===== src/rtl/selfprog_pkg.sv =====
package selfprog_pkg;

  typedef enum logic [1:0] {
    SQ_IDLE,
    SQ_ISSUE,
    SQ_STREAM,
    SQ_WAIT
  } seq_state_t;

  typedef struct packed {
    logic clr_buf;
    logic rd_cfg;
    logic pg_wr;
    logic pg_er;
    logic arm;
  } ctl_bits_t;

  function automatic logic pattern_ok(input logic [4:0] p);
    return (p == 5'b10001) || (p == 5'b01001) || (p == 5'b00101) ||
           (p == 5'b00011) || (p == 5'b00001);
  endfunction

endpackage


===== src/rtl/selfprog_cmd_reg.sv =====
module selfprog_cmd_reg
  import selfprog_pkg::*;
#(
  parameter int ARM_WIN = 4,
  parameter int LD_WIN  = 3
) (
  input  logic      clk,
  input  logic      rst_n,
  input  logic      reg_we,
  input  logic [7:0] reg_wdata,
  input  logic      busy,
  input  logic      seq_done,
  input  logic      st_stb,
  input  logic      ld_stb,
  output ctl_bits_t bits,
  output logic      fire_fill,
  output logic      fire_clr,
  output logic      fire_er,
  output logic      fire_wr,
  output logic      ld_hit
);
  localparam int CNT_W    = $clog2(ARM_WIN + 1);
  localparam int LD_FLOOR = ARM_WIN - LD_WIN;

  logic [CNT_W-1:0] win_cnt;
  logic wr_ok;
  logic win_open;
  logic st_go;

  // A write is taken only when idle and only for one of the legal patterns.
  assign wr_ok    = reg_we && !busy && pattern_ok(reg_wdata[4:0]);
  // A write in the same cycle takes precedence over any strobe.
  assign win_open = bits.arm && !busy && !wr_ok && (win_cnt != '0);
  assign st_go    = win_open && st_stb && !bits.rd_cfg;

  assign fire_fill = st_go && !bits.clr_buf && !bits.pg_wr && !bits.pg_er;
  assign fire_clr  = st_go && bits.clr_buf;
  assign fire_er   = st_go && bits.pg_er;
  assign fire_wr   = st_go && bits.pg_wr;
  // The load window is shorter: only the first LD_WIN cycles count.
  assign ld_hit    = win_open && ld_stb && bits.rd_cfg && (int'(win_cnt) > LD_FLOOR);

  always_ff @(posedge clk or negedge rst_n) begin
    if (!rst_n) begin
      bits    <= '0;
      win_cnt <= '0;
    end else if (wr_ok) begin
      bits    <= ctl_bits_t'(reg_wdata[4:0]);
      win_cnt <= CNT_W'(ARM_WIN);
    end else if (busy) begin
      if (seq_done) begin
        bits    <= '0;
        win_cnt <= '0;
      end
    end else if (bits.arm) begin
      if (fire_er || fire_wr) begin
        // Bits stay up for the length of the array operation.
        win_cnt <= '0;
      end else if (st_go || ld_hit) begin
        bits    <= '0;
        win_cnt <= '0;
      end else if (win_cnt <= CNT_W'(1)) begin
        bits    <= '0;
        win_cnt <= '0;
      end else begin
        win_cnt <= win_cnt - CNT_W'(1);
      end
    end
  end

endmodule


===== src/rtl/selfprog_page_buf.sv =====
module selfprog_page_buf #(
  parameter int WORDS = 16,
  parameter int DW    = 16,
  localparam int IDX_W = $clog2(WORDS)
) (
  input  logic             clk,
  input  logic             rst_n,
  input  logic             wr_en,
  input  logic [IDX_W-1:0] wr_idx,
  input  logic [DW-1:0]    wr_data,
  input  logic             clr,
  input  logic [IDX_W-1:0] rd_idx,
  output logic [DW-1:0]    rd_data
);
  logic [DW-1:0] word_q [WORDS];

  for (genvar g = 0; g < WORDS; g++) begin : g_word
    always_ff @(posedge clk or negedge rst_n) begin
      if (!rst_n) begin
        word_q[g] <= '1;
      end else if (clr) begin
        word_q[g] <= '1;
      end else if (wr_en && (wr_idx == IDX_W'(g))) begin
        word_q[g] <= wr_data;
      end
    end
  end

  assign rd_data = word_q[rd_idx];

endmodule


===== src/rtl/selfprog_seq.sv =====
module selfprog_seq
  import selfprog_pkg::*;
#(
  parameter int WORDS  = 16,
  parameter int DW     = 16,
  parameter int PAGE_W = 6,
  localparam int IDX_W = $clog2(WORDS)
) (
  input  logic              clk,
  input  logic              rst_n,
  input  logic              go_er,
  input  logic              go_wr,
  input  logic [PAGE_W-1:0] page_in,
  input  logic              cmd_ready,
  input  logic              wd_ready,
  input  logic              flash_done,
  input  logic [DW-1:0]     buf_data,
  output logic              busy,
  output logic              seq_done,
  output logic              cmd_valid,
  output logic              cmd_erase,
  output logic [PAGE_W-1:0] cmd_page,
  output logic              wd_valid,
  output logic [DW-1:0]     wd_data,
  output logic              wd_last,
  output logic [IDX_W-1:0]  rd_idx
);
  localparam logic [IDX_W-1:0] LAST_IDX = IDX_W'(WORDS - 1);

  seq_state_t        state;
  logic              op_er;
  logic [PAGE_W-1:0] page_q;
  logic [IDX_W-1:0]  widx;

  always_ff @(posedge clk or negedge rst_n) begin
    if (!rst_n) begin
      state  <= SQ_IDLE;
      op_er  <= 1'b0;
      page_q <= '0;
      widx   <= '0;
    end else begin
      case (state)
        SQ_IDLE: begin
          if (go_er || go_wr) begin
            op_er  <= go_er;
            page_q <= page_in;
            widx   <= '0;
            state  <= SQ_ISSUE;
          end
        end
        SQ_ISSUE: begin
          if (cmd_ready) state <= op_er ? SQ_WAIT : SQ_STREAM;
        end
        SQ_STREAM: begin
          if (wd_ready) begin
            if (widx == LAST_IDX) state <= SQ_WAIT;
            else                  widx  <= widx + IDX_W'(1);
          end
        end
        SQ_WAIT: begin
          if (flash_done) state <= SQ_IDLE;
        end
        default: state <= SQ_IDLE;
      endcase
    end
  end

  assign busy      = (state != SQ_IDLE);
  assign seq_done  = (state == SQ_WAIT) && flash_done;
  assign cmd_valid = (state == SQ_ISSUE);
  assign cmd_erase = op_er;
  assign cmd_page  = page_q;
  assign wd_valid  = (state == SQ_STREAM);
  assign wd_data   = buf_data;
  assign wd_last   = wd_valid && (widx == LAST_IDX);
  assign rd_idx    = widx;

endmodule


===== src/rtl/selfprog_ctl.sv =====
module selfprog_ctl
  import selfprog_pkg::*;
#(
  parameter int ADDR_W     = 11,
  parameter int PAGE_WORDS = 16,
  parameter int DW         = 16,
  parameter int ARM_WIN    = 4,
  parameter int LD_WIN     = 3,
  localparam int IDX_W  = $clog2(PAGE_WORDS),
  localparam int PAGE_W = ADDR_W - 1 - IDX_W
) (
  input  logic              clk,
  input  logic              rst_n,
  input  logic              reg_we,
  input  logic [7:0]        reg_wdata,
  output logic [7:0]        reg_rdata,
  input  logic              st_stb,
  input  logic              ld_stb,
  input  logic [ADDR_W-1:0] ptr_addr,
  input  logic [DW-1:0]     st_data,
  input  logic [7:0]        lock_bits,
  input  logic [7:0]        fuse_bits,
  output logic              ld_cfg_hit,
  output logic [7:0]        ld_cfg_data,
  output logic              cpu_halt,
  output logic              cmd_valid,
  input  logic              cmd_ready,
  output logic              cmd_erase,
  output logic [PAGE_W-1:0] cmd_page,
  output logic              wd_valid,
  input  logic              wd_ready,
  output logic [DW-1:0]     wd_data,
  output logic              wd_last,
  input  logic              flash_done
);
  ctl_bits_t        bits;
  logic             fire_fill, fire_clr, fire_er, fire_wr, ld_hit;
  logic             busy, seq_done;
  logic [IDX_W-1:0] rd_idx;
  logic [DW-1:0]    buf_data;
  logic [IDX_W-1:0] fill_idx;
  logic [PAGE_W-1:0] page_sel;

  // Bit 0 of the pointer picks a byte, so it is skipped for word selection.
  assign fill_idx = ptr_addr[IDX_W:1];
  assign page_sel = ptr_addr[ADDR_W-1:IDX_W+1];

  selfprog_cmd_reg #(.ARM_WIN(ARM_WIN), .LD_WIN(LD_WIN)) u_reg (
    .clk       (clk),
    .rst_n     (rst_n),
    .reg_we    (reg_we),
    .reg_wdata (reg_wdata),
    .busy      (busy),
    .seq_done  (seq_done),
    .st_stb    (st_stb),
    .ld_stb    (ld_stb),
    .bits      (bits),
    .fire_fill (fire_fill),
    .fire_clr  (fire_clr),
    .fire_er   (fire_er),
    .fire_wr   (fire_wr),
    .ld_hit    (ld_hit)
  );

  selfprog_page_buf #(.WORDS(PAGE_WORDS), .DW(DW)) u_buf (
    .clk     (clk),
    .rst_n   (rst_n),
    .wr_en   (fire_fill),
    .wr_idx  (fill_idx),
    .wr_data (st_data),
    .clr     (fire_clr),
    .rd_idx  (rd_idx),
    .rd_data (buf_data)
  );

  selfprog_seq #(.WORDS(PAGE_WORDS), .DW(DW), .PAGE_W(PAGE_W)) u_seq (
    .clk        (clk),
    .rst_n      (rst_n),
    .go_er      (fire_er),
    .go_wr      (fire_wr),
    .page_in    (page_sel),
    .cmd_ready  (cmd_ready),
    .wd_ready   (wd_ready),
    .flash_done (flash_done),
    .buf_data   (buf_data),
    .busy       (busy),
    .seq_done   (seq_done),
    .cmd_valid  (cmd_valid),
    .cmd_erase  (cmd_erase),
    .cmd_page   (cmd_page),
    .wd_valid   (wd_valid),
    .wd_data    (wd_data),
    .wd_last    (wd_last),
    .rd_idx     (rd_idx)
  );

  assign reg_rdata   = {3'b000, bits};
  assign cpu_halt    = busy;
  assign ld_cfg_hit  = ld_hit;
  assign ld_cfg_data = ld_hit ? (ptr_addr[0] ? fuse_bits : lock_bits) : 8'h00;

endmodule


===== config.mk =====
export PLATFORM = sky130hd
export DESIGN_NAME = selfprog_ctl
export DESIGN_NICKNAME = d
export VERILOG_FILES = /design/src/rtl/selfprog_pkg.sv /design/src/rtl/selfprog_cmd_reg.sv /design/src/rtl/selfprog_page_buf.sv /design/src/rtl/selfprog_seq.sv /design/src/rtl/selfprog_ctl.sv
export SDC_FILE = /design/constraint.sdc
export NUM_CORES = 1
export LEC_CHECK = 0
export ABC_CLOCK_PERIOD_IN_PS = 3800
export CELL_PAD_IN_SITES_DETAIL_PLACEMENT = 0
export CELL_PAD_IN_SITES_GLOBAL_PLACEMENT = 1
export CORE_MARGIN = 10
export CORE_UTILIZATION = 42
export CTS_CLUSTER_DIAMETER = 50
export DETAILED_ROUTE_END_ITERATION = 12
export PLACE_DENSITY_LB_ADDON = 0.1
export SLEW_MARGIN = 40
export SYNTH_ARGS = -nofsm -noshare
export SYNTH_HDL_FRONTEND = slang
export SYNTH_SLANG_ARGS = --single-unit

===== constraint.sdc =====
create_clock -name clk -period 3.8 [get_ports clk]
set_input_delay 1.14 -clock clk [delete_from_list [all_inputs] [get_ports clk]]
set_output_delay 1.14 -clock clk [all_outputs]
set_load 0.02 [all_outputs]

==> run metrics <==
warning count from the yosys run=0; Placer Congestion=0.784; Clock Sinks=277; horizontal die dimension=around 200 um; post-route antenna net violation count=0; setup slack of the most critical reg-to-reg path=960 ps; top layer reached by signal wires=met4; boundary pin count=103; depth of the most critical reg-to-reg path=9; initial antenna violation count=0; met2 WL=20,500 um; WP data arrival=2660 ps; number of global-route vias before repair=approximately 11k; TritonCTS clock tree=built; Fmax achieved=263 MHz; clock latency on the worst-skew pair=540 ps; critical path class=reg2out; predominant post-synthesis flop cell=sky130_fd_sc_hd__dfstp_2; total clock buffers created by CTS=39; die outline area=0.0420 mm2; WL per Instance=approximately 21 um; cell type contributing the most total cell area after synthesis=sky130_fd_sc_hd__dfstp_2; launching element type of the critical path=flop; Power Dens Cells=840 mW/mm2; Core Area=0.0336 mm2; Power Total=15.0 mW; layout cells sized above 1=0.358; global-route congestion overflow total=0; total global routing track utilization=0.204; final worst-path cycle share=0.999; leading cell type in the layout, fill and taps excluded=sky130_fd_sc_hd__nand2_1; CTS clk-pin slew, worst paths=50 ps; post-route cell area=about 0.018 mm2; maximum clock path buffer count=3; H-tree Lvls=2; leading cell types in the layout, fill and taps excluded=sky130_fd_sc_hd__nand2_1, sky130_fd_sc_hd__dfstp_2, sky130_fd_sc_hd__nand3_1; Worst Setup SP=u_seq.rd_idx[0]; largest cells by area after synthesis=sky130_fd_sc_hd__dfstp_2, sky130_fd_sc_hd__nand2_1, sky130_fd_sc_hd__mux4_2; endpoint of the worst register-to-register path=u_buf.word_q[50]; remaining routing DRC violations=0; outcome=finished, final reports clean; HPWL Detailed=27,000 um; library cells used by synthesis=50; Slew Limit Headroom=0.459; first-iteration detailed-routing DRC count=798; largest fanout on the critical path=11; Core Rows=between 60 and 70; proportion of power drawn by the clock network=0.249; port bufs=96; Worst Hold Endpoint=u_buf.word_q[240]; transition time at the pin with the least slew margin=809 ps; max_cap viols=0; count of inserted antenna diode cells=0; power share of the combinational group=0.339; Post-Syn Instances=1,472; Final Routed Wirelength=42,600 um; Setup TNS=0 ps; vertical extent of the die=205 um; vias per cell=5.38; Setup-failing EPs final=0; Mapped Area=0.0144 mm2; Final Hold Violating Endpoints=0; Post-Route Skew=approximately 26 ps; CTS root buffer=sky130_fd_sc_hd__clkbuf_16; RSZ-0062 raised after global routing=true; Synth top area share=0.468; largest net degree at the start of global routing=approximately 80; VDD IR max=0.428 mV; final layout net count=1,626; origin of the worst min-delay path=u_buf.word_q[240]; reg2reg start=u_seq.state[1]; Hold WC Path Type=reg2reg; asr flop ratio synth=1.00; utilization after layout=0.530; data required time of the worst path=about 2700 ps; first-pass GRT wire length=66,900 um; metal1 wirelength=19,800 um; P&R area growth vs syn=23.9%; power share of the sequential group=0.412; number of vias after detailed routing=~11k; switching portion of total power=0.325; switching power=4.86 mW; Avg Cell Area, Syn=between 9 and 10 um2; fill cell count=2,987; final count of pins violating max slew=0; type of element capturing the critical path=output port; leakage power=7.52 nW; internal power summed over all cells=approximately 10 mW; metal3 WL=1480 um; number of cells on the worst hold path=2; fraction of the yosys area taken by sequential cells=0.504; number of enable-type register cells in the synthesized netlist=0; drt pass-1 iters=5; synthesis-stage register bit count=277; minimum clock period after layout=3800 ps; Placement Cell Area=about 0.016 mm2; initial standard-cell utilization of the core=0.428
-- state kept, by name (all words and copies together) (netlist names) --
signal           count
u_reg.bits           5
u_reg.win_cnt        3
u_seq.cmd_page       6
u_seq.cmd_erase      1
u_buf.word_q       256
u_seq.state          2
u_seq.rd_idx         4
-- critical path, stage by stage, from the launching register on --
cell,delay [ps]
sky130_fd_sc_hd__dfrtp_4,470
sky130_fd_sc_hd__buf_12,180
sky130_fd_sc_hd__buf_4,190
sky130_fd_sc_hd__mux4_2,530
sky130_fd_sc_hd__mux2i_2,280
sky130_fd_sc_hd__a21oi_1,140
sky130_fd_sc_hd__clkdlybuf4s15_1,320
-- worst max path at each step --
stage / cells past startpoint / slack, ps / endpoint
after floorplan: 7 / 1 / ld_cfg_data[0]
after global placement: 7 / -770 / ld_cfg_data[1]
after detailed placement: 7 / -800 / ld_cfg_data[1]
after CTS: 6 / 2 / wd_data[0]
after global routing: 6 / -50 / wd_data[0]
final: 6 / 4 / wd_data[0]
-- cell families (layout without fill, tap and decap cells) --
family,count (synthesis),count (layout),synth area share
AND/OR/NAND/NOR,854,854,0.273
multiplexers,113,113,0.135
AO/OA/AOI/OAI,63,63,0.0316
buffers and inverters,155,268,0.0484
adder cells (fa/ha/maj),9,9,0.00783
flip-flops,277,277,0.504
other,1,3,0.000261
-- metrics by stage --
stage          cells  hold WS [ps]  setup slack [ps]
3_5_place_dp    1961           474              -797
5_1_grt         2035           494             -51.5
2_1_floorplan   1474           462              1.23
6_report        2035           480              3.96
4_1_cts         2034           483              2.16
3_3_place_gp    1961           468              -767
-- routing by layer --
metal / up-vias / global-route usage
met2: 198 / 0.335
met1: 5507 / 0.279
met3: 55 / 0.0280
met5: - / 0
met4: 0 / 0.0491
li1: 5190 / -
-- repair_timing --
item,CTS,global route
gates resized for setup,105,34
endpoints found under the setup margin,25,18
buffers inserted,2,1
pin swaps,3,3
hold buffers,0,0
cloned,1,0
-- cell type report --
type	instances	area, um2	area share
inverter	10	37.5	0.00211
multi-input combinational	1042	6650	0.373
tap	448	561	0.0315
clock inverter	20	206	0.0116
timing repair buffer	188	1970	0.111
clock buffer	50	1130	0.0635
sequential	277	7260	0.407
-- cells in the mapped netlist, types with 15 or more instances --
cell,number
sky130_fd_sc_hd__a211oi_1,20
sky130_fd_sc_hd__a21oi_1,17
sky130_fd_sc_hd__buf_1,15
sky130_fd_sc_hd__buf_2,37
sky130_fd_sc_hd__clkbuf_1,78
sky130_fd_sc_hd__dfrtp_1,21
sky130_fd_sc_hd__dfstp_2,256
sky130_fd_sc_hd__mux2i_1,41
sky130_fd_sc_hd__mux4_2,64
sky130_fd_sc_hd__nand2_1,516
sky130_fd_sc_hd__nand3_1,246
sky130_fd_sc_hd__nor2_1,22
sky130_fd_sc_hd__nor2b_1,21
sky130_fd_sc_hd__or4_1,16
-- power by group through the flow --
stage               combinational, mW  clock [mW]  sequential [mW]
CTS                              5.15        3.82             6.16
global route                     5.59        3.96             6.36
finish                           5.07        3.73             6.16
global placement                 5.06           0             6.16
detailed placement               5.16           0             6.19
floorplan                        3.46           0             5.94
Note: power is estimated with default switching activity, not from simulation.
